$ cat src/rtl/wdt_pkg.sv
package wdt_pkg;

  typedef enum logic [1:0] {
    REG_CFG = 2'd0,
    REG_CTL = 2'd1,
    REG_ACC = 2'd2,
    REG_NONE = 2'd3
  } wdt_reg_e;

  localparam logic [7:0] KEY_FIRST  = 8'hAA;
  localparam logic [7:0] KEY_SECOND = 8'h55;

  localparam int CTL_RESTART_BIT = 0;
  localparam int CTL_RSTEN_BIT   = 1;
  localparam int CTL_CLRFLAG_BIT = 3;
  localparam int CFG_SEL_LSB     = 6;

  function automatic int unsigned max4(input int unsigned a, input int unsigned b,
                                       input int unsigned c, input int unsigned d);
    int unsigned m;
    m = a;
    if (b > m) m = b;
    if (c > m) m = c;
    if (d > m) m = d;
    return m;
  endfunction

endpackage

$ cat src/rtl/wdt_timed_access.sv
module wdt_timed_access #(
  parameter int unsigned WIN_CLKS = 3
) (
  input  logic       clk,
  input  logic       rst_n,
  input  logic       acc_wr,
  input  logic [7:0] acc_data,
  input  logic       consume,
  output logic       win_open
);
  import wdt_pkg::*;

  localparam int WIN_W = $clog2(WIN_CLKS + 1);

  logic             armed_q;
  logic [WIN_W-1:0] win_q;
  logic             key_done;

  assign key_done = acc_wr && armed_q && (acc_data == KEY_SECOND);

  always_ff @(posedge clk) begin
    if (!rst_n) begin
      armed_q <= 1'b0;
      win_q   <= '0;
    end else begin
      armed_q <= acc_wr && (acc_data == KEY_FIRST);
      if (key_done)
        win_q <= WIN_W'(WIN_CLKS);
      else if (consume)
        win_q <= '0;
      else if (win_q != '0)
        win_q <= win_q - WIN_W'(1);
    end
  end

  assign win_open = (win_q != '0);

endmodule

$ cat src/rtl/wdt_counter.sv
module wdt_counter #(
  parameter int unsigned TO_EXP0  = 17,
  parameter int unsigned TO_EXP1  = 20,
  parameter int unsigned TO_EXP2  = 23,
  parameter int unsigned TO_EXP3  = 26,
  parameter int unsigned PRE_CLKS = 512
) (
  input  logic       clk,
  input  logic       rst_n,
  input  logic [1:0] sel,
  input  logic       restart,
  output logic       pre_evt,
  output logic       to_evt
);
  import wdt_pkg::*;

  localparam int unsigned CNT_W = max4(TO_EXP0, TO_EXP1, TO_EXP2, TO_EXP3);
  localparam int unsigned EXP_TAB [4] = '{TO_EXP0, TO_EXP1, TO_EXP2, TO_EXP3};

  logic [CNT_W-1:0] last_v [4];
  logic [CNT_W-1:0] warn_v [4];
  logic [CNT_W-1:0] cnt_q;
  logic             to_hit;
  logic             pre_hit;

  for (genvar g = 0; g < 4; g++) begin : g_limits
    assign last_v[g] = CNT_W'((64'd1 << EXP_TAB[g]) - 64'd1);
    assign warn_v[g] = CNT_W'((64'd1 << EXP_TAB[g]) - 64'd1 - 64'(PRE_CLKS));
  end

  assign to_hit  = (cnt_q >= last_v[sel]);
  assign pre_hit = (cnt_q == warn_v[sel]);

  always_ff @(posedge clk) begin
    if (!rst_n)
      cnt_q <= '0;
    else if (restart || to_hit)
      cnt_q <= '0;
    else
      cnt_q <= cnt_q + CNT_W'(1);
  end

  assign to_evt  = to_hit  && !restart;
  assign pre_evt = pre_hit && !restart;

endmodule

$ cat src/rtl/wdt_rst_pulse.sv
module wdt_rst_pulse #(
  parameter int unsigned RST_PULSE = 4
) (
  input  logic clk,
  input  logic rst_n,
  input  logic fire,
  output logic req
);
  localparam int PW = $clog2(RST_PULSE + 1);

  logic [PW-1:0] left_q;

  always_ff @(posedge clk) begin
    if (!rst_n)
      left_q <= '0;
    else if (fire)
      left_q <= PW'(RST_PULSE);
    else if (left_q != '0)
      left_q <= left_q - PW'(1);
  end

  assign req = (left_q != '0);

endmodule

$ cat src/rtl/wdt_core.sv
module wdt_core #(
  parameter int unsigned TO_EXP0   = 17,
  parameter int unsigned TO_EXP1   = 20,
  parameter int unsigned TO_EXP2   = 23,
  parameter int unsigned TO_EXP3   = 26,
  parameter int unsigned PRE_CLKS  = 512,
  parameter int unsigned WIN_CLKS  = 3,
  parameter int unsigned RST_PULSE = 4
) (
  input  logic       clk,
  input  logic       rst_n,
  input  logic       wr_en,
  input  logic [1:0] wr_addr,
  input  logic [7:0] wr_data,
  input  logic       int_en,
  output logic       int_flag,
  output logic       rst_flag,
  output logic       sys_rst_req
);
  import wdt_pkg::*;

  logic [1:0] sel_q;
  logic       rst_en_q;
  logic       int_q;
  logic       rflag_q;
  logic       cfg_wr, ctl_wr, acc_wr;
  logic       win_open, accept, restart, ctl_clr;
  logic       pre_evt, to_evt, fire;

  assign cfg_wr  = wr_en && (wdt_reg_e'(wr_addr) == REG_CFG);
  assign ctl_wr  = wr_en && (wdt_reg_e'(wr_addr) == REG_CTL);
  assign acc_wr  = wr_en && (wdt_reg_e'(wr_addr) == REG_ACC);
  assign accept  = ctl_wr && win_open;
  assign restart = accept && wr_data[CTL_RESTART_BIT];
  assign ctl_clr = ctl_wr && wr_data[CTL_CLRFLAG_BIT];

  wdt_timed_access #(.WIN_CLKS(WIN_CLKS)) u_unlock (
    .clk      (clk),
    .rst_n    (rst_n),
    .acc_wr   (acc_wr),
    .acc_data (wr_data),
    .consume  (accept),
    .win_open (win_open)
  );

  wdt_counter #(
    .TO_EXP0 (TO_EXP0), .TO_EXP1 (TO_EXP1),
    .TO_EXP2 (TO_EXP2), .TO_EXP3 (TO_EXP3),
    .PRE_CLKS(PRE_CLKS)
  ) u_count (
    .clk     (clk),
    .rst_n   (rst_n),
    .sel     (sel_q),
    .restart (restart),
    .pre_evt (pre_evt),
    .to_evt  (to_evt)
  );

  assign fire = to_evt && rst_en_q;

  wdt_rst_pulse #(.RST_PULSE(RST_PULSE)) u_pulse (
    .clk   (clk),
    .rst_n (rst_n),
    .fire  (fire),
    .req   (sys_rst_req)
  );

  always_ff @(posedge clk) begin
    if (!rst_n) begin
      sel_q    <= 2'd0;
      rst_en_q <= 1'b0;
      int_q    <= 1'b0;
      rflag_q  <= 1'b0;
    end else begin
      if (cfg_wr)
        sel_q <= wr_data[CFG_SEL_LSB +: 2];
      if (accept)
        rst_en_q <= wr_data[CTL_RSTEN_BIT];
      if (restart)
        int_q <= 1'b0;
      else if (pre_evt && int_en)
        int_q <= 1'b1;
      if (fire)
        rflag_q <= 1'b1;
      else if (ctl_clr)
        rflag_q <= 1'b0;
    end
  end

  assign int_flag = int_q;
  assign rst_flag = rflag_q;

endmodule

$ cat config.mk
export PLATFORM = sky130hd
export DESIGN_NAME = wdt_core
export DESIGN_NICKNAME = d
export VERILOG_FILES = /design/src/rtl/wdt_pkg.sv /design/src/rtl/wdt_timed_access.sv /design/src/rtl/wdt_counter.sv /design/src/rtl/wdt_rst_pulse.sv /design/src/rtl/wdt_core.sv
export SDC_FILE = /design/constraint.sdc
export NUM_CORES = 1
export LEC_CHECK = 0
export CAP_MARGIN = 15
export CORE_MARGIN = 10
export CORE_UTILIZATION = 40
export DETAILED_ROUTE_END_ITERATION = 16
export SLEW_MARGIN = 20
export SYNTH_ARGS = -nofsm -noshare
export SYNTH_HDL_FRONTEND = slang
export SYNTH_HIERARCHICAL = 1
export SYNTH_SLANG_ARGS = --single-unit
$ cat constraint.sdc
create_clock -name clk -period 3 [get_ports clk]
set_input_delay 0.9 -clock clk [delete_from_list [all_inputs] [get_ports clk]]
set_output_delay 0.9 -clock clk [all_outputs]
set_load 0.01 [all_outputs]
==> metrics.txt, run 1 <==
outcome completed; CTS tree yes; top cell type's share of synthesized area 37.1%; Post-Syn Area 2000 µm²; unrepaired setup endpoints after global routing no; CTS Buffer Depth 2; Period Utilization, post-route 88.6%; Final GP Congestion 0.746; Synth Area per Inst 8.71 µm²; Synth-to-Final Area Change 15.4%; Hold Buf Count CTS 0; fin. max-slew vios 0; worst slew pin tran 698 ps; Via density 4.95; fin cells 314; largest cells by area after synthesis dfxtp_1 37%, ha_1 7.5%, nor2_1 6.8%, xnor2_1 5.3%, xor2_1 4.8%; initial antenna violation count 0; Inst Count DP 306; final setup vio count 0; global route overflow 0; YS warnings 6; row count 25; MaxCap Viol Count 0; worst path required time 2100 ps; cts repair resizes 0; DR vias 1554; Netlist cell types 49; Fin. Hold Viols 0; Synth Flop Type dfxtp_1; Mapped Cells 229; CTS Buf Count 5; drt total wl 4.04 mm; H-tree depth 2; Die Ht 90.6 µm; Clk Tree Root Cell clkbuf_8; Power Dens Cells 461 nW/µm²; fill count 463; DRT iter0 DRCs 77; critical path type reg -> out; register bit total from synthesis 37; Die X 90.6 µm; clock insertion delay at the later pin of the skew report 300 ps; Worst VDD drop 0.000353 V; kind of end point of the critical path output port; crit-path max FO 4; Final min period 2660 ps; final antenna-violating net count 0; Syn Nets 255; ant diodes 0; leak pwr 0.866 nW; postcts setup bufs 0; skew final 10.6 ps; sequential share of the synthesized area 37.1%; fin util 48.1%; first-pass GRT wire length 7.05 mm; critical path arrival 1760 ps; Hold Path Class reg -> reg; TritonCTS Sinks 37; DRC Markers 0; CORE AREA 4790 µm²; Rel. slew slack 53.3%; Synth area leader dfxtp_1; Overall Global Routing Usage 10.3%; die area 8210 µm²; pin count of the biggest net entering global routing 14; post-DP HPWL 2.97 mm; WL per Instance 12.9 µm; Top Ports 17; crit path launch type register; Post-synth EDFFs 0; IO Port Bufs 16; register clock-pin slew on the reported worst setup and hold paths 70 ps; TNS Setup 0 ps; initial core utilization 41.7%; fmax 0.376 GHz; Async S/R FF share, synth 0%; nets 272; layout cell share with drive strength beyond 1 8.10%; DR pass1 iterations 4; vias in the first global route 1503
[area by class of cell]
class,count,area (µm²),area share [%]
inverters,12,45.0,1.96
well taps,67,83.8,3.64
repair buffers,17,168,7.28
clock inverters,2,15.0,0.652
multi-input cells,173,1180,51.1
clock buffers,6,72.6,3.15
flip-flops and latches,37,741,32.2
[power by group]
group	total, W	internal [W]	switching [W]
sequential	0.000532	0.000516	0.0000161
clock	0.000349	0.000164	0.000185
combinational	0.000180	0.0000880	0.0000916
[metrics by stage]
stage	area [µm²]	setup slack [ps]	total power [W]	hold WS, ps
floorplan	2000	682	0.000662	429
global placement	2210	298	0.000723	446
detailed placement	2210	212	0.000724	457
CTS	2300	314	0.00108	478
global route	2300	130	0.00112	503
finish	2300	343	0.00106	471
[placed cells by master (no fill, tap or decap), types with 2 or more instances in the layout]
cell and instances:
nand3_1 17, xor2_1 11, nor2b_1 2, or4b_1 2, ha_1 12, o21a_1 2, nand4_1 7, xnor2_1 12
and3_1 2, mux2i_1 3, and4bb_2 2, clkbuf_8 5, nand2b_1 3, a31oi_1 3, and4_1 2, a21oi_1 5
nor3_1 5, o21ai_0 2, clkinvlp_4 2, clkdlybuf4s50_1 16, nor2_1 36, nand2_1 21, dfxtp_1 37, inv_1 12
[cell families (layout without fill, tap and decap cells)]
family                   count (synthesis)  after routing  synth area share [%]
XOR/XNOR                                23             23                  10.1
buffers and inverters                   19             37                  3.89
flip-flops                              37             37                  37.1
AO/OA/AOI/OAI                           20             20                  7.40
multiplexers                             4              4                  2.07
AND/OR/NAND/NOR                        114            114                  31.9
adder cells (fa/ha/maj)                 12             12                  7.52
[per-layer routing]
metal / GRT usage [%] / share of wire, % / vias up
li1: - / - / 824
met1: 13.4 / 50 / 709
met2: 15.1 / 45 / 14
met3: 2.99 / 3.8 / 7
met4: 4.64 / 1.6 / 0
met5: 0 / 0 / -
[critical path, cell delays in order, from the launching register on]
cell and delay (ps):
dfxtp_1 350, inv_1 50, ha_1 210, ha_1 230
inv_1 90, clkdlybuf4s50_1 540
[synthesized netlist by cell type (all sizes together) (5+ instances only)]
cell type   n
dfxtp      37
nand3      18
nand4       8
nor3        7
ha         12
xor2       11
a21oi       5
xnor2      12
inv        12
clkbuf      5
nand2      21
nor2       36
[final timing paths]
kind                            cells past startpoint                to               from  slack (ps)
worst min-delay path                                1  u_count/cnt_q[0]   u_count/cnt_q[0]         470
worst min register to register                      1  u_count/cnt_q[0]   u_count/cnt_q[0]         470
worst max-delay path                                5       sys_rst_req  u_pulse/left_q[0]         340
worst max register to register                      6  u_count/cnt_q[7]           sel_q[1]         360
[state kept, by name, summed over array words and instances, names as in the netlist]
name,cells
int_flag,1
rst_en_q,1
rst_flag,1
sel_q,2
u_count/cnt_q,26
u_pulse/left_q,3
u_unlock/armed_q,1
u_unlock/win_q,2
No activity file was read; power rests on OpenSTA's default activity.
==> run 2, diff against run 1 <==
- HOLD_SLACK_MARGIN: not set -> 0.12
==> results of run 2 <==
The final DEF is identical to that of run 1; final timing and power are the same.
